## src/rtl/ldma_pkg.sv

```systemverilog
package ldma_pkg;

   typedef enum logic [2:0] {
      ST_IDLE  = 3'd0,
      ST_WAIT  = 3'd1,
      ST_REQ   = 3'd2,
      ST_XFER  = 3'd3,
      ST_TXEND = 3'd4,
      ST_FLUSH = 3'd5
   } ldma_state_e;

endpackage

```

## src/rtl/ldma_addr_gen.sv

```systemverilog
module ldma_addr_gen #(
   parameter int AW        = 16,
   parameter int LW        = 12,
   parameter bit RING_WRAP = 1'b1
) (
   input  logic          clk,
   input  logic          rst_n,
   input  logic          load,
   input  logic          reload,
   input  logic          step,
   input  logic          dir_rx,
   input  logic [AW-1:0] start_addr,
   input  logic [LW-1:0] length,
   input  logic [AW-1:0] ring_lo,
   input  logic [AW-1:0] ring_hi,
   output logic [AW-1:0] addr,
   output logic [LW-1:0] remaining,
   output logic          rem_zero
);

   logic [AW-1:0] base_q, addr_q, lo_q, hi_q, addr_nx;
   logic [LW-1:0] len_q, rem_q;
   logic          rx_q;

   generate
      if (RING_WRAP) begin : g_wrap
         always_comb begin
            if (rx_q && (addr_q == hi_q)) addr_nx = lo_q;
            else                          addr_nx = addr_q + 1'b1;
         end
      end else begin : g_linear
         logic unused_ring;
         assign unused_ring = rx_q ^ (^lo_q) ^ (^hi_q);
         assign addr_nx     = addr_q + 1'b1;
      end
   endgenerate

   always_ff @(posedge clk or negedge rst_n) begin
      if (!rst_n) begin
         base_q <= '0;
         addr_q <= '0;
         lo_q   <= '0;
         hi_q   <= '0;
         len_q  <= '0;
         rem_q  <= '0;
         rx_q   <= 1'b0;
      end else if (load) begin
         base_q <= start_addr;
         addr_q <= start_addr;
         lo_q   <= ring_lo;
         hi_q   <= ring_hi;
         len_q  <= length;
         rem_q  <= length;
         rx_q   <= dir_rx;
      end else if (reload) begin
         addr_q <= base_q;
         rem_q  <= len_q;
      end else if (step) begin
         addr_q <= addr_nx;
         rem_q  <= rem_q - 1'b1;
      end
   end

   assign addr      = addr_q;
   assign remaining = rem_q;
   assign rem_zero  = (rem_q == '0);

endmodule

```

## src/rtl/ldma_retry_ctr.sv

```systemverilog
module ldma_retry_ctr #(
   parameter int MAX_RETRY = 15
) (
   input  logic clk,
   input  logic rst_n,
   input  logic clear,
   input  logic hit,
   output logic at_limit
);

   localparam int CW = $clog2(MAX_RETRY + 1);
   localparam logic [CW-1:0] LIMIT = CW'(MAX_RETRY);

   logic [CW-1:0] cnt_q;

   always_ff @(posedge clk or negedge rst_n) begin
      if (!rst_n)                       cnt_q <= '0;
      else if (clear)                   cnt_q <= '0;
      else if (hit && (cnt_q != LIMIT)) cnt_q <= cnt_q + 1'b1;
   end

   assign at_limit = (cnt_q == LIMIT);

endmodule

```

## src/rtl/ldma_burst_fsm.sv

```systemverilog
module ldma_burst_fsm
   import ldma_pkg::*;
#(
   parameter int LW    = 12,
   parameter int LVW   = 5,
   parameter int BURST = 8
) (
   input  logic           clk,
   input  logic           rst_n,
   input  logic           cmd_valid,
   input  logic           cmd_rx,
   input  logic [LVW-1:0] fifo_free,
   input  logic [LVW-1:0] fifo_level,
   input  logic           mem_gnt,
   input  logic           col_detect,
   input  logic           mac_tx_done,
   input  logic [LW-1:0]  remaining,
   input  logic           rem_zero,
   input  logic           at_limit,
   output logic           ag_load,
   output logic           ag_reload,
   output logic           ag_step,
   output logic           rt_clear,
   output logic           rt_hit,
   output logic           mem_req,
   output logic           beat,
   output logic           flush,
   output logic           busy,
   output logic           done,
   output logic           abort,
   output logic           rx_mode
);

   localparam int CW  = ((LW > LVW) ? LW : LVW) + 1;
   localparam int BCW = $clog2(BURST + 1);

   ldma_state_e    st_q, st_d;
   logic           rx_q;
   logic [BCW-1:0] beat_q;
   logic           done_q, abort_q;
   logic           set_done, set_abort, load_beats;
   logic [CW-1:0]  need, room;
   logic           col_evt;

   always_comb begin
      need    = (CW'(remaining) < CW'(BURST)) ? CW'(remaining) : CW'(BURST);
      room    = rx_q ? CW'(fifo_level) : CW'(fifo_free);
      col_evt = !rx_q && col_detect && (st_q != ST_IDLE);
      beat    = (st_q == ST_XFER) && !col_evt;
   end

   always_comb begin
      st_d       = st_q;
      ag_load    = 1'b0;
      rt_clear   = 1'b0;
      rt_hit     = 1'b0;
      set_done   = 1'b0;
      set_abort  = 1'b0;
      load_beats = 1'b0;
      case (st_q)
         ST_IDLE: begin
            if (cmd_valid) begin
               ag_load  = 1'b1;
               rt_clear = 1'b1;
               st_d     = ST_WAIT;
            end
         end
         ST_WAIT: begin
            if (rem_zero) begin
               if (rx_q) begin
                  set_done = 1'b1;
                  st_d     = ST_IDLE;
               end else begin
                  st_d = ST_TXEND;
               end
            end else if (room >= need) begin
               load_beats = 1'b1;
               st_d       = ST_REQ;
            end
         end
         ST_REQ: begin
            if (mem_gnt) st_d = ST_XFER;
         end
         ST_XFER: begin
            if (beat_q == BCW'(1)) st_d = ST_WAIT;
         end
         ST_TXEND: begin
            if (mac_tx_done) begin
               set_done = 1'b1;
               st_d     = ST_IDLE;
            end
         end
         ST_FLUSH: st_d = ST_WAIT;
         default:  st_d = ST_IDLE;
      endcase
      if (col_evt) begin
         set_done   = 1'b0;
         load_beats = 1'b0;
         if (at_limit) begin
            set_abort = 1'b1;
            st_d      = ST_IDLE;
         end else begin
            rt_hit = 1'b1;
            st_d   = ST_FLUSH;
         end
      end
   end

   always_ff @(posedge clk or negedge rst_n) begin
      if (!rst_n) begin
         st_q    <= ST_IDLE;
         rx_q    <= 1'b0;
         beat_q  <= '0;
         done_q  <= 1'b0;
         abort_q <= 1'b0;
      end else begin
         st_q    <= st_d;
         done_q  <= set_done;
         abort_q <= set_abort;
         if (ag_load)         rx_q   <= cmd_rx;
         if (load_beats)      beat_q <= BCW'(need);
         else if (beat)       beat_q <= beat_q - 1'b1;
      end
   end

   assign ag_reload = (st_q == ST_FLUSH);
   assign ag_step   = beat;
   assign mem_req   = (st_q == ST_REQ) || (st_q == ST_XFER);
   assign flush     = (st_q == ST_FLUSH) || abort_q;
   assign busy      = (st_q != ST_IDLE);
   assign done      = done_q;
   assign abort     = abort_q;
   assign rx_mode   = rx_q;

endmodule

```

## src/rtl/ldma_engine.sv

```systemverilog
module ldma_engine #(
   parameter int AW         = 16,
   parameter int LW         = 12,
   parameter int DW         = 8,
   parameter int FIFO_DEPTH = 16,
   parameter int BURST      = 8,
   parameter int MAX_RETRY  = 15,
   parameter bit RING_WRAP  = 1'b1,
   parameter int LVW        = $clog2(FIFO_DEPTH + 1)
) (
   input  logic           clk,
   input  logic           rst_n,
   input  logic           cmd_valid,
   input  logic           cmd_rx,
   input  logic [AW-1:0]  cmd_addr,
   input  logic [LW-1:0]  cmd_len,
   input  logic [AW-1:0]  ring_start,
   input  logic [AW-1:0]  ring_end,
   output logic           busy,
   output logic           done,
   output logic           xcol_abort,
   input  logic           col_detect,
   input  logic           mac_tx_done,
   input  logic [LVW-1:0] fifo_free,
   input  logic [LVW-1:0] fifo_level,
   output logic           fifo_push,
   output logic [DW-1:0]  fifo_wdata,
   output logic           fifo_pop,
   input  logic [DW-1:0]  fifo_rdata,
   output logic           fifo_flush,
   output logic           mem_req,
   input  logic           mem_gnt,
   output logic [AW-1:0]  mem_addr,
   output logic           mem_rd,
   output logic           mem_wr,
   input  logic [DW-1:0]  mem_rdata,
   output logic [DW-1:0]  mem_wdata
);

   if (BURST < 1 || BURST > FIFO_DEPTH) begin : g_bad_burst
      $error("ldma_engine: BURST must lie in 1..FIFO_DEPTH");
   end
   if (BURST >= (1 << LW)) begin : g_bad_len
      $error("ldma_engine: BURST must be below 2**LW");
   end
   if (MAX_RETRY < 1) begin : g_bad_retry
      $error("ldma_engine: MAX_RETRY must be at least 1");
   end
   if (LVW < $clog2(FIFO_DEPTH + 1)) begin : g_bad_lvw
      $error("ldma_engine: LVW too narrow for FIFO_DEPTH");
   end

   logic          ag_load, ag_reload, ag_step, rt_clear, rt_hit;
   logic          at_limit, rem_zero, beat, rx_mode;
   logic [LW-1:0] remaining;

   ldma_addr_gen #(
      .AW(AW), .LW(LW), .RING_WRAP(RING_WRAP)
   ) u_addr (
      .clk(clk), .rst_n(rst_n),
      .load(ag_load), .reload(ag_reload), .step(ag_step),
      .dir_rx(cmd_rx), .start_addr(cmd_addr), .length(cmd_len),
      .ring_lo(ring_start), .ring_hi(ring_end),
      .addr(mem_addr), .remaining(remaining), .rem_zero(rem_zero)
   );

   ldma_retry_ctr #(
      .MAX_RETRY(MAX_RETRY)
   ) u_retry (
      .clk(clk), .rst_n(rst_n),
      .clear(rt_clear), .hit(rt_hit), .at_limit(at_limit)
   );

   ldma_burst_fsm #(
      .LW(LW), .LVW(LVW), .BURST(BURST)
   ) u_fsm (
      .clk(clk), .rst_n(rst_n),
      .cmd_valid(cmd_valid), .cmd_rx(cmd_rx),
      .fifo_free(fifo_free), .fifo_level(fifo_level),
      .mem_gnt(mem_gnt), .col_detect(col_detect), .mac_tx_done(mac_tx_done),
      .remaining(remaining), .rem_zero(rem_zero), .at_limit(at_limit),
      .ag_load(ag_load), .ag_reload(ag_reload), .ag_step(ag_step),
      .rt_clear(rt_clear), .rt_hit(rt_hit),
      .mem_req(mem_req), .beat(beat), .flush(fifo_flush),
      .busy(busy), .done(done), .abort(xcol_abort), .rx_mode(rx_mode)
   );

   assign mem_rd     = beat && !rx_mode;
   assign mem_wr     = beat && rx_mode;
   assign fifo_push  = beat && !rx_mode;
   assign fifo_pop   = beat && rx_mode;
   assign fifo_wdata = mem_rdata;
   assign mem_wdata  = fifo_rdata;

endmodule

```

## config.mk

```make
export PLATFORM = sky130hd
export DESIGN_NAME = ldma_engine
export DESIGN_NICKNAME = d
export VERILOG_FILES = /design/src/rtl/ldma_pkg.sv /design/src/rtl/ldma_addr_gen.sv /design/src/rtl/ldma_retry_ctr.sv /design/src/rtl/ldma_burst_fsm.sv /design/src/rtl/ldma_engine.sv
export SDC_FILE = /design/constraint.sdc
export NUM_CORES = 1
export LEC_CHECK = 0
export ABC_CLOCK_PERIOD_IN_PS = 2650
export BUFFER_PORTS_ARGS = -buffer_cell sky130_fd_sc_hd__buf_4
export CAP_MARGIN = 25
export CORE_MARGIN = 1
export CORE_UTILIZATION = 50
export DETAILED_ROUTE_END_ITERATION = 10
export GPL_TIMING_DRIVEN = 1
export PLACE_DENSITY_LB_ADDON = 0.2
export REMOVE_ABC_BUFFERS = 1
export SLEW_MARGIN = 20
export SYNTH_ARGS = -nofsm -noshare
export SYNTH_HDL_FRONTEND = slang
export SYNTH_HIERARCHICAL = 1
export SYNTH_SLANG_ARGS = --single-unit
```

## constraint.sdc

```tcl
create_clock -name clk -period 2.65 [get_ports clk]
set_input_delay 0.265 -clock clk [delete_from_list [all_inputs] [get_ports clk]]
set_output_delay 0.265 -clock clk [all_outputs]
set_load 0.01 [all_outputs]
```

; Word level (Yosys, flattened, before mapping)
; Cells that the tools add are included.
[classes]
muxes = 38
order_cmp = 2
n_reduce_logical = 18
n_eq_ne = 14
add_sub_neg = 4
[op_table]
columns = cell, count
row1 = $mux W16, 4
row2 = $mux W12, 4
row3 = $mux W3, 9
row4 = $pmux W3 S6, 1
row5 = $add A16 B1 Y16 const B, 1
row6 = $eq A16 B16 Y1, 1
row7 = $mux W4, 4
row8 = $mux W1, 14
row9 = $ge A13 B13 Y1, 1
row10 = $logic_not A12 Y1, 1
row11 = $lt A12 B4 Y1 const B, 1
row12 = $sub A12 B1 Y12 const B, 1
row13 = $ne A3 B2 Y1 const B, 3
row14 = $logic_and A1 B1 Y1, 7
row15 = $eq A3 B2 Y1 const B, 2
row16 = $eq A3 B3 Y1 const B, 2
row17 = $reduce_bool A3 Y1, 2
row18 = $mux W5, 1
row19 = $reduce_and A5 Y1, 1
row20 = $add A4 B1 Y4 const B, 1
row21 = $eq A4 B1 Y1 const B, 1
row22 = $eq A4 B4 Y1 const B, 1
row23 = $ne A4 B2 Y1 const B, 1
row24 = $ne A4 B4 Y1 const B, 1
row25 = 8 further kinds, 11
[word_totals]
output_inout_bits = 41
input_bits = 93
reg_bits = 102
word_cells = 88

; Depth between registers and ports, before layout
; Gate-level depths: netlist (run 1).
[depth]
depth_word = 8
ltp_mapped = 11
mapped_depth_nobuf = 10

; Modules after synthesis
; Netlist (run 1), hierarchy kept.
[by_module_without_submodules]
columns = mod, area_each_um2, cells_each, n_inst, seq_area_each_um2
row1 = ldma_addr_gen, 4813.4, 490, 1, 2227.1
row2 = ldma_burst_fsm, 884.6, 98, 1, 250.2
row3 = ldma_retry_ctr, 229.0, 20, 1, 100.1
row4 = ldma_engine, 151.4, 20, 1, 0.0

; Least setup slack after synthesis (run 1)
; Ideal clock, no wire load.
[synth_path]
path_type = reg-to-reg
from = register u_addr.rem_q[4] (netlist: u_addr/remaining[4])
to = register u_fsm.beat_q[0]
period_less_slack_ns = 2.455
path_buffers = 1
t_required_ns = 2.525
stages_incl_launch_ff = 12
setup_time_ns = 0.125
arrival_time_ns = 2.330
path_slack_ns = 0.195
path_cell_list = dfrtp_1 > nor4_1 > nand2_1 > nor4_2 > and2_1 > ha_1 > nand2b_1 > a21oi_1 > o21ai_0 > nand2b_1 > buf_2 > mux2_2
[synth_via]
elab_chain_cells = 8
word_cells_on_any_way = 10
classes_between = order compare (2) / mux (6) / reduce/logical (2)
[synth_lines]
columns = item, line_no
row1 = start: declaration, ldma_addr_gen.sv:22  ; logic [LW-1:0] len_q, rem_q;
row2 = start signal: assignment, ldma_addr_gen.sv:53  ; rem_q <= length;
row3 = start signal: assignment, ldma_addr_gen.sv:57  ; rem_q <= len_q;
row4 = start signal: assignment, ldma_addr_gen.sv:60  ; rem_q <= rem_q - 1'b1;
row5 = $lt A12 B4 Y1, ldma_burst_fsm.sv:46  ; need = (CW'(remaining) < CW'(BURST)) ? CW'(remaining) : CW'(BURST);
row6 = $mux W12, ldma_burst_fsm.sv:46
row7 = $ge A13 B13 Y1, ldma_burst_fsm.sv:76  ; end else if (room >= need) begin
row8 = $mux W1, ldma_burst_fsm.sv:76
row9 = $mux W1, ldma_burst_fsm.sv:69  ; if (rem_zero) begin
row10 = $mux W1, ldma_burst_fsm.sv:60  ; case (st_q)
row11 = $mux W1, ldma_burst_fsm.sv:96  ; if (col_evt) begin
row12 = $mux W4 / $reduce_bool A2 Y1 (equally long branches), -
row13 = end signal: assignment, ldma_burst_fsm.sv:121  ; if (load_beats) beat_q <= BCW'(need);
row14 = end signal: assignment, ldma_burst_fsm.sv:122  ; else if (beat) beat_q <= beat_q - 1'b1;
row15 = end: declaration, ldma_burst_fsm.sv:39  ; logic [BCW-1:0] beat_q;
; Several ways; a longest one is shown, not always the timed one.
; A chain may end at the register's enable or synchronous reset.

; Final worst setup path (run 1)
[layout_path]
from = register u_addr.rem_q[6] (netlist: u_addr/remaining[6])
to = register u_fsm.beat_q[3]
; Same word-level chain as after synthesis.

==> results of run 1 <==
==> worst register-to-register path: stages, from the launching register on <==
cell	delay (ns)
dfrtp_1	0.42
nor4_2	0.31
nand2_1	0.11
nor4_2	0.27
buf_4	0.19
and2_4	0.14
ha_1	0.21
nand2b_1	0.13
a21oi_1	0.13
o21ai_1	0.10
nand2b_1	0.15
mux2_1	0.33
==> through the flow <==
step	cell area (sq um)	power (mW)	util	setup slack, ns	cells
2_1_floorplan	5720	5.46	-	-1.95	567
3_5_place_dp	6880	6.68	0.593	0.171	835
3_3_place_gp	6880	6.54	0.593	0.187	835
5_1_grt	7280	8.88	0.627	-0.0226	853
6_report	7280	8.30	0.627	0.0242	853
4_1_cts	7250	8.28	0.624	0.125	852
==> cells in the mapped netlist, drive strengths merged, types with 2 or more instances <==
master  number
inv         32
a221o        3
ha          11
a311oi       5
nor3        26
a22oi        2
xor2        25
nor2b        5
or3b         2
or4          4
a31oi        4
mux2        49
clkbuf      25
dfrtp      103
nand2       45
o211a        3
o31ai        7
a221oi       3
o21a         8
buf         36
a21o         2
nand3       11
a21oi       35
nand4        5
nor4        13
nor3b        8
nor2        34
and2         5
or2          6
xnor2       12
o211ai      19
nand2b       7
o311a        2
nor4b        4
mux2i        5
or3          6
o21ai       41
==> sequential cells by signal, indices dropped and copies added, names as in the netlist <==
signal	cells
u_fsm/rx_mode	1
u_addr/lo_q	16
u_fsm/done	1
u_addr/rx_q	1
u_addr/addr	16
u_addr/hi_q	16
u_fsm/st_q	3
u_addr/base_q	16
u_retry/cnt_q	4
u_fsm/beat_q	4
u_fsm/abort	1
u_addr/len_q	12
u_addr/remaining	12
==> logic make-up (layout without fill, tap and decap cells) <==
logic type / Yosys count / count (layout) / share of synthesized area
XOR/XNOR: 37 / 37 / 0.0533
flip-flops: 103 / 103 / 0.424
adder cells (fa/ha/maj): 11 / 11 / 0.0226
AND/OR/NAND/NOR: 187 / 187 / 0.172
multiplexers: 54 / 54 / 0.0996
AO/OA/AOI/OAI: 142 / 142 / 0.150
other: 1 / 1 / 0.000617
buffers and inverters: 93 / 175 / 0.0780
==> area by class of cell <==
type | count | area share
clock buffers | 11 | 0.0347
repair buffers | 127 | 0.136
flip-flops and latches | 103 | 0.354
inverters | 32 | 0.0165
clock inverters | 5 | 0.0143
multi-input cells | 432 | 0.419
well taps | 143 | 0.0246
==> metal layers <==
| layer | routed length (um) | part of all wire | GRT usage |
|---|---|---|---|
| met1 | 6520 | 0.44 | 0.324 |
| met2 | 7170 | 0.48 | 0.390 |
| met3 | 1070 | 0.071 | 0.0653 |
| met4 | 209 | 0.014 | 0.0809 |
| met5 | 0 | 0 | 0 |
==> power by group through the flow <==
stage	Clock, mW	Sequential (mW)	Combinational, mW
floorplan	0	2.92	2.54
global placement	0	3.02	3.52
detailed placement	0	3.05	3.63
CTS	1.59	3.02	3.66
global route	1.67	3.14	4.07
finish	1.57	3.04	3.69
==> timing repair <==
action,4_1_cts,5_1_grt
resized for setup,0,8
endpoints found under the hold margin,41,0
hold buffers,1,0
setup endpoints to repair,0,4
buffers inserted,0,1
==> path summary, 6_finish.rpt <==
kind | endpoint | cells past startpoint | from | slack (ns)
worst max register to register | u_fsm/beat_q[3]$_DFFE_PN0P_ | 11 | u_addr/remaining[6]$_DFFE_PN0P_ | 0.02
min in group asynchronous | u_retry/cnt_q[2]$_DFFE_PN0P_ | 2 | rst_n | 0.46
worst max-delay path | u_fsm/beat_q[3]$_DFFE_PN0P_ | 11 | u_addr/remaining[6]$_DFFE_PN0P_ | 0.02
worst min register to register | u_addr/lo_q[15]$_DFFE_PN0P_ | 1 | u_addr/lo_q[15]$_DFFE_PN0P_ | 0.51
max in group asynchronous | u_addr/hi_q[7]$_DFFE_PN0P_ | 3 | rst_n | 1.50
worst min-delay path | u_fsm/st_q[2]$_DFFE_PN0P_ | 2 | mac_tx_done | 0.12
==> run_results.csv, run 1 <==
group,metric,value,unit
sta,fin_crit_sh,0.991,
route,via_per_inst,5.85,
worst_setup_path,arrival,2.85,ns
finish,nFillCells,964,
power_and_ir_drop,p_per_area,1140,mW/mm^2
clock_tree,cts.clk_slew.worst_paths,0.07,ns
synthesis,avgSynthCellArea,9.68,sq um
outcome,violations,"design-rule violations",
global_route,grt_start_max_net_pins,60,
die,initial_core_util,0.523,
finish,final_nets,809,
synthesis,synth_edf_count,0,
synthesis,synthTopCellsByArea,"dfrtp_1 42%, mux2_2 8.7%, xor2_1 3.6%",
power_and_ir_drop,switching_share,0.382,
place,port_buffers,101,
clock_tree,clk_latency,0.35,ns
worst_setup_path,slowest_stage,"dfrtp_1",
route,dr.pass1.iters,8,
route,routed_wl,15.0,mm
worst_setup_path,crit_buf_inv,1,
sta,drv_slew,0,
synthesis,yosys.area.top_type,"dfrtp_1",
synthesis,synth_area,0.00608,sq mm
finish,antenna_cells,0,
finish,multi_input_area,0.00305,sq mm
finish,final_common_cell,"buf_4",
outcome,status,"complete, but fails checks",
global_route,grt_pass1_vias,4904,
global_route,grt_pass1_wl,24.3,mm
sta,whs,0.118,ns
power_and_ir_drop,combPwrFrac,0.444,
finish,drive_above_1_share,0.313,
route,ant_nets,0,
power_and_ir_drop,ir_drop,484,uV
power_and_ir_drop,power_switching,3.17,mW
route,drt_iter0_drc,308,
sta,skew,0.00656,ns
finish,final-seq-area,0.00258,sq mm
sta,rsz0062_at_grt,"yes",
synthesis,synth-async-reset-ratio,1.00,
die,die_area,0.0126,sq mm
clock_tree,cts_buffers,9,
sta,hold_viol,0,
route,routedWlPerCell,17.5,um
clock_tree,clockBufferDepth,2,
clock_tree,cts_root_buffer,"clkbuf_16",
sta,worstMarginPinSlew,0.585,ns
worst_setup_path,path_class,"register to register",
finish,syn_to_final_growth,19.8,%
worst_setup_path,crit_family,"simple AND/OR/NAND/NOR gates",
power_and_ir_drop,clkPwrFrac,0.189,
route,drc,8,
worst_setup_path,crit_required,2.88,ns
synthesis,ys.flop_type,"dfrtp_1",
min_path,hp-class,"input pin to register",
clock_tree,cts.sinks,103,
sta,timing.slew.headroom,0.610,
synthesis,ys_ff_latch,103,
die,rows,39,
clock_tree,cts_tree,"yes",
power_and_ir_drop,leakagePower,3.19,nW
power_and_ir_drop,power.internal,5.13,mW
global_route,gr-usage-all-layers,0.244,
sta,setup_viol_count_final,0,
worst_setup_path,cpPeakStageDelay,0.42,ns
global_route,antenna_found_initial,0,
global_route,grt-ovfl-total,0,
die,coreArea,0.0116,sq mm
synthesis,seq_area_frac_synth,0.424,
synthesis,ys_warn_count,6,
clock_tree,htreeDepth,3,
die,io_pins,134,
synthesis,synth_cell_types,68,
die,die_h,112,um
finish,mostFrequentLayoutCells,"123 x buf_4, 102 x dfrtp_1, 46 x mux2_2",
die,die_x,112,um
worst_setup_path,path_cells,"nor4_2 -> nand2_1 -> nor4_2 -> buf_4 -> and2_4 -> ha_1 -> nand2b_1 -> a21oi_1 -> o21ai_1 -> nand2b_1 -> mux2_1",
worst_setup_path,cp-start-kind,"register",
route,vias,4994,
worst_setup_path,path_max_fanout,5,
sta,fmax,381,MHz
synthesis,synth_top_area_frac,0.424,
flow_run,drv_cap,0,
synthesis,synth_cells,628,
sta,period_needed,2.63,ns
sta,tns,0,ns
place,hpwlAfterDp,10.4,mm
place,gp_congestion,0.841,
power_and_ir_drop,pwr-share-seq,0.366,
worst_setup_path,critPathCaptureType,"register",
No activity file was read; power rests on OpenSTA's default activity.
==> inputs of run 2 (changes only) <==
--- a/config.mk
+++ b/config.mk
@@ -9,7 +9,7 @@
 export BUFFER_PORTS_ARGS = -buffer_cell sky130_fd_sc_hd__buf_4
 export CAP_MARGIN = 25
 export CORE_MARGIN = 1
-export CORE_UTILIZATION = 50
+export CORE_UTILIZATION = 35
 export DETAILED_ROUTE_END_ITERATION = 10
 export GPL_TIMING_DRIVEN = 1
 export PLACE_DENSITY_LB_ADDON = 0.2
==> run 2 against run 1 <==
The flow now finishes without violations. Sequential share of layout area is 0.29 points lower. Clock power is 19% lower. Die area is 42% higher. Sequential cell count stayed put. Setup slack better by 0.087 ns. Power is 3.2% lower. Clock skew is 0.0037 ns higher. First-iteration DRC count is 40% lower. Via count is 2.8% lower. Fmax is 3.4% higher. Routed wire length is 4.9% higher. Global-route usage is 6.1 points lower.
==> run_results.csv, run 2 (synthesized netlist as in run 1, its figures left out) <==
group,metric,value,unit
sta,fin_ws,0.111,ns
global_route,grt-ovfl-total,0,
worst_setup_path,path_cells,"nor4_2 -> nand2_1 -> nor4_2 -> buf_4 -> and2_4 -> ha_1 -> nand2b_1 -> a21oi_1 -> o21ai_1 -> nand2b_1 -> mux2_2",
sta,period_needed,2.54,ns
place,hpwlAfterDp,11.3,mm
worst_setup_path,cp-start-kind,"register",
route,wl_met3,760,um
power_and_ir_drop,combPwrFrac,0.470,
clock_tree,clockBufferDepth,2,
power_and_ir_drop,power_switching,3.20,mW
min_path,hp-class,"input pin to register",
route,dr.pass1.iters,4,
clock_tree,cts.clk_slew.worst_paths,0.08,ns
sta,hold_viol,0,
clock_tree,cts_buffers,9,
place,place_worst_setup_slack,0.0365,ns
die,coreArea,0.0168,sq mm
global_route,grt_pass1_wl,26.0,mm
flow_run,drv_cap,0,
die,die_h,134,um
sta,fin_crit_sh,0.958,
worst_setup_path,path_class,"register to register",
route,wl_met2,7.51,mm
worst_setup_path,crit_buf_inv,1,
place,gp_congestion,0.843,
finish,syn_to_final_growth,20.7,%
global_route,gr-usage-all-layers,0.183,
finish,nFillCells,1666,
clock_tree,cts_root_buffer,"clkbuf_16",
die,io_pins,134,
route,dr.max_layer_used,"met4",
sta,worstMarginPinSlew,0.789,ns
global_route,antenna_found_initial,0,
place,port_buffers,101,
sta,timing.slew.headroom,0.470,
sta,setup_viol_count_final,0,
sta,tns,0,ns
sta,whs,0.128,ns
die,die_x,134,um
power_and_ir_drop,power.internal,4.84,mW
route,vias,4854,
sta,fmax,394,MHz
finish,final_common_cell,"buf_4",
sta,drv_slew,0,
worst_setup_path,crit_family,"simple AND/OR/NAND/NOR gates",
die,die_area,0.0179,sq mm
clock_tree,htreeDepth,3,
die,rows,47,
finish,post-route-util,0.438,
power_and_ir_drop,switching_share,0.398,
clock_tree,cts.sinks,103,
sta,rsz0062_at_grt,"no",
finish,mostFrequentLayoutCells,"130 x buf_4, 102 x dfrtp_1, 47 x mux2_2",
route,via_per_inst,5.18,
finish,final_nets,816,
die,initial_core_util,0.363,
global_route,grt_start_max_net_pins,102,
worst_setup_path,cpPeakStageDelay,0.39,ns
route,drc,0,
clock_tree,clk_latency,0.35,ns
route,routed_wl,15.7,mm
sta,skew,0.0102,ns
route,routedWlPerCell,16.8,um
power_and_ir_drop,p_per_area,1090,mW/mm^2
global_route,grt_pass1_vias,5040,
worst_setup_path,arrival,2.78,ns
outcome,status,"complete, no violations",
route,ant_nets,0,
power_and_ir_drop,power,8.04,mW
power_and_ir_drop,pwr-share-seq,0.372,
route,drt_iter0_drc,184,
worst_setup_path,critPathCaptureType,"register",
clock_tree,cts_tree,"yes",
worst_setup_path,crit_required,2.89,ns
finish,drive_above_1_share,0.315,
route,m1WireLength,7.30,mm
power_and_ir_drop,leakagePower,3.18,nW
finish,antenna_cells,0,
power_and_ir_drop,clkPwrFrac,0.158,
worst_setup_path,path_max_fanout,5,
power_and_ir_drop,ir_drop,457,uV
worst_setup_path,slowest_stage,"dfrtp_1",
==> run 2: final timing paths <==
| check | to | startpoint | cells past startpoint | slack, ns |
|---|---|---|---|---|
| worst max-delay path | u_fsm/beat_q[0]$_DFFE_PN0P_ | u_addr/remaining[6]$_DFFE_PN0P_ | 11 | 0.11 |
| worst min-delay path | u_fsm/st_q[2]$_DFFE_PN0P_ | mac_tx_done | 2 | 0.13 |
| worst max register to register | u_fsm/beat_q[0]$_DFFE_PN0P_ | u_addr/remaining[6]$_DFFE_PN0P_ | 11 | 0.11 |
| worst min register to register | u_addr/len_q[5]$_DFFE_PN0P_ | u_addr/len_q[5]$_DFFE_PN0P_ | 1 | 0.51 |
| max in group asynchronous | u_addr/remaining[5]$_DFFE_PN0P_ | rst_n | 3 | 1.57 |
| min in group asynchronous | u_fsm/beat_q[3]$_DFFE_PN0P_ | rst_n | 2 | 0.33 |
==> run 2: what timing repair did <==
action,in CTS,in global routing
hold buffers,1,0
resized for setup,0,4
endpoints found under the hold margin,16,0
endpoints found under the setup margin,0,5
setup buffers,0,4
==> run 2: layout make-up <==
type	count	area [sq um]	area share
multi-input cells	432	3040	0.414
clock inverters	7	55.1	0.00750
flip-flops and latches	103	2580	0.351
clock buffers	9	225	0.0307
well taps	220	275	0.0375
inverters	32	120	0.0164
repair buffers	134	1050	0.143
==> run 2: metal layers <==
metal  vias to the layer above  GRT usage
met3                        11     0.0472
met4                         0     0.0499
li1                       2377          -
met2                       119      0.299
met1                      2347      0.240
met5                         -          0
==> run 2: per-stage QoR <==
| stage | area, sq um | instances |
|---|---|---|
| 2_1_floorplan | 5720 | 567 |
| 6_report | 7340 | 937 |
| 3_5_place_dp | 7010 | 916 |
| 5_1_grt | 7340 | 937 |
| 3_3_place_gp | 7010 | 916 |
| 4_1_cts | 7300 | 933 |
==> run 2: power groups by stage <==
stage / Clock (mW) / Combinational [mW] / Sequential [mW]
2_1_floorplan: 0 / 2.54 / 2.92
3_3_place_gp: 0 / 3.66 / 2.99
3_5_place_dp: 0 / 3.74 / 3.02
4_1_cts: 1.34 / 3.76 / 3.00
5_1_grt: 1.39 / 4.23 / 3.11
6_report: 1.27 / 3.78 / 2.99
==> inputs of run 3 (changes only) <==
--- a/config.mk
+++ b/config.mk
@@ -5,7 +5,6 @@
 export SDC_FILE = /design/constraint.sdc
 export NUM_CORES = 1
 export LEC_CHECK = 0
-export ABC_CLOCK_PERIOD_IN_PS = 2650
 export BUFFER_PORTS_ARGS = -buffer_cell sky130_fd_sc_hd__buf_4
 export CAP_MARGIN = 25
 export CORE_MARGIN = 1
@@ -14,6 +13,7 @@
 export GPL_TIMING_DRIVEN = 1
 export PLACE_DENSITY_LB_ADDON = 0.2
 export REMOVE_ABC_BUFFERS = 1
+export SETUP_SLACK_MARGIN = 0.2
 export SLEW_MARGIN = 20
 export SYNTH_ARGS = -nofsm -noshare
 export SYNTH_HDL_FRONTEND = slang
==> constraint.sdc (replaced) <==
create_clock -name clk -period 2.7 [get_ports clk]
set_input_delay 0.27 -clock clk [delete_from_list [all_inputs] [get_ports clk]]
set_output_delay 0.27 -clock clk [all_outputs]
set_load 0.01 [all_outputs]
==> run 3 against run 2 <==
Core utilization rose by 0.68 points. Via count increased by 2.2%. Critical path type unchanged. Critical endpoint unchanged. First-iteration DRC count up 26%. Sequential share of layout area down 0.55 points. Combinational power is 2% higher. Largest power group unchanged. Design area rose by 1.6%.
==> run_results.csv, run 3 (synthesized netlist as in run 1, its figures left out) <==
group,metric,value,unit
outcome,status,"complete, no violations",
clock_tree,cts.sinks,103,
finish,stdcell_area,0.00745,sq mm
route,drt_iter0_drc,232,
worst_setup_path,ff2ff_path_depth,8,
route,ant_nets,0,
clock_tree,clockBufferDepth,2,
die,die_x,134,um
min_path,hp-class,"input pin to register",
place,port_buffers,101,
global_route,grt_pass1_wl,26.3,mm
route,via_per_inst,5.31,
worst_setup_path,r2r-end,"u_fsm/beat_q[0]$_DFFE_PN0P_",
global_route,gr-usage-all-layers,0.188,
route,routedWlPerCell,17.4,um
sta,fmax,419,MHz
route,dr.pass1.iters,4,
min_path,hp-start,"mac_tx_done",
min_path,worstHoldPathCells,2,
route,drc,0,
power_and_ir_drop,ir_drop,464,uV
sta,skew,0.00597,ns
worst_setup_path,slowest_stage,"or4_1",
clock_tree,clk_latency,0.35,ns
clock_tree,cts_root_buffer,"clkbuf_16",
place,gp_congestion,0.839,
worst_setup_path,r2r_start,"u_addr/remaining[6]$_DFFE_PN0P_",
clock_tree,htreeDepth,3,
die,coreArea,0.0168,sq mm
die,initial_core_util,0.363,
sta,rsz0062_at_grt,"yes",
place,placed_cell_area,0.00696,sq mm
finish,drive_above_1_share,0.324,
power_and_ir_drop,leakagePower,3.22,nW
route,routed_wl,16.3,mm
clock_tree,cts_tree,"yes",
die,rows,47,
sta,drv_slew,0,
worst_setup_path,critPathCaptureType,"register",
sta,fin_crit_sh,0.883,
clock_tree,cts.clk_slew.worst_paths,0.07,ns
finish,syn_to_final_growth,22.6,%
finish,final-seq-area,0.00258,sq mm
finish,final_common_cell,"buf_4",
finish,multi_input_area,0.00312,sq mm
sta,timing.slew.headroom,0.431,
worst_setup_path,path_cells,"buf_4 -> or4_1 -> nor4_4 -> buf_4 -> nor2_1 -> nand3_1 -> nand2b_4 -> mux2_4",
die,die_h,134,um
clock_tree,cts_buffers,9,
flow_run,drv_cap,0,
global_route,grt-ovfl-total,0,
worst_setup_path,cpPeakStageDelay,0.64,ns
sta,worstMarginPinSlew,0.846,ns
worst_setup_path,cp-start-kind,"register",
die,io_pins,134,
sta,setup_viol_count_final,0,
route,vias,4963,
finish,post-route-util,0.445,
min_path,min_to,"u_fsm/st_q[2]$_DFFE_PN0P_",
die,die_area,0.0179,sq mm
finish,antenna_cells,0,
global_route,grt_pass1_vias,5023,
worst_setup_path,arrival,2.62,ns
place,hpwlAfterDp,11.2,mm
worst_setup_path,path_class,"register to register",
worst_setup_path,path_max_fanout,6,
worst_setup_path,ff2ff_setup_slack,0.31,ns
finish,mostFrequentLayoutCells,"125 x buf_4, 103 x dfrtp_1, 46 x mux2_2",
global_route,antenna_found_initial,0,
finish,final_nets,813,
worst_setup_path,cpMostUsedCell,"buf_4",
worst_setup_path,crit_required,2.94,ns
finish,nFillCells,1621,
power_and_ir_drop,p_per_area,1090,mW/mm^2
sta,period_needed,2.39,ns
sta,hold_viol,0,
global_route,grt_start_max_net_pins,54,
[run 3: metrics by stage]
stage               worst slack (ns)  cells  setup TNS, ns  total power [mW]  hold slack [ns]
finish                         0.315    934              0              8.14            0.124
detailed placement             0.157    909              0              6.60            0.376
global route                   0.215    934              0              8.78            0.113
floorplan                      -1.90    567        -119.45              5.35          -0.0256
CTS                            0.206    931              0              8.10            0.111
global placement               0.242    909              0              6.48            0.365
[run 3: routing by layer]
layer / track usage / routed length, um
met1: 0.250 / 7500
met2: 0.298 / 7510
met3: 0.0574 / 1050
met4: 0.0436 / 214
met5: 0 / 0
[run 3: area by class of cell]
cell class / count / area share
Clock inverter: 4 / 0.00739
Sequential cell: 103 / 0.346
Tap cell: 220 / 0.0369
Inverter: 32 / 0.0161
Multi-Input combinational cell: 432 / 0.418
Clock buffer: 12 / 0.0331
Timing Repair Buffer: 131 / 0.142
[run 3: power breakdown]
group	total (mW)	switching (mW)	internal, mW
registers	2.95	0.671	2.28
logic	3.85	1.94	1.91
clock network	1.35	0.598	0.749
total	8.14	3.21	4.93
[run 3: how the worst max path moves through the flow]
stage	startpoint	to	slack [ns]
global placement	u_addr/remaining[6]$_DFFE_PN0P_	u_fsm/beat_q[0]$_DFFE_PN0P_	0.24
CTS	u_addr/remaining[4]$_DFFE_PN0P_	u_fsm/beat_q[0]$_DFFE_PN0P_	0.21
detailed placement	u_fsm/st_q[0]$_DFFE_PN0P_	u_addr/addr[0]$_DFFE_PN0P_	0.16
floorplan	u_fsm/st_q[0]$_DFFE_PN0P_	u_addr/addr[14]$_DFFE_PN0P_	-1.90
global route	u_addr/remaining[4]$_DFFE_PN0P_	u_fsm/beat_q[0]$_DFFE_PN0P_	0.21
finish	u_addr/remaining[6]$_DFFE_PN0P_	u_fsm/beat_q[0]$_DFFE_PN0P_	0.31
[run 3: critical path, delay by kind of cell (launching register included)]
| family | cells | cell delay (ns) |
|---|---|---|
| and+or+nand+nor | 5 | 1.27 |
| DFF | 1 | 0.39 |
| buffers and inverters | 2 | 0.31 |
| muxes | 1 | 0.30 |
[run 3: repair_timing]
item,CTS,global route
cloned,1,0
endpoints found under the setup margin,3,8
setup buffers,4,3
hold buffers,1,0
endpoints found under the hold margin,1,0
gates resized for setup,9,10
pin swaps,6,1
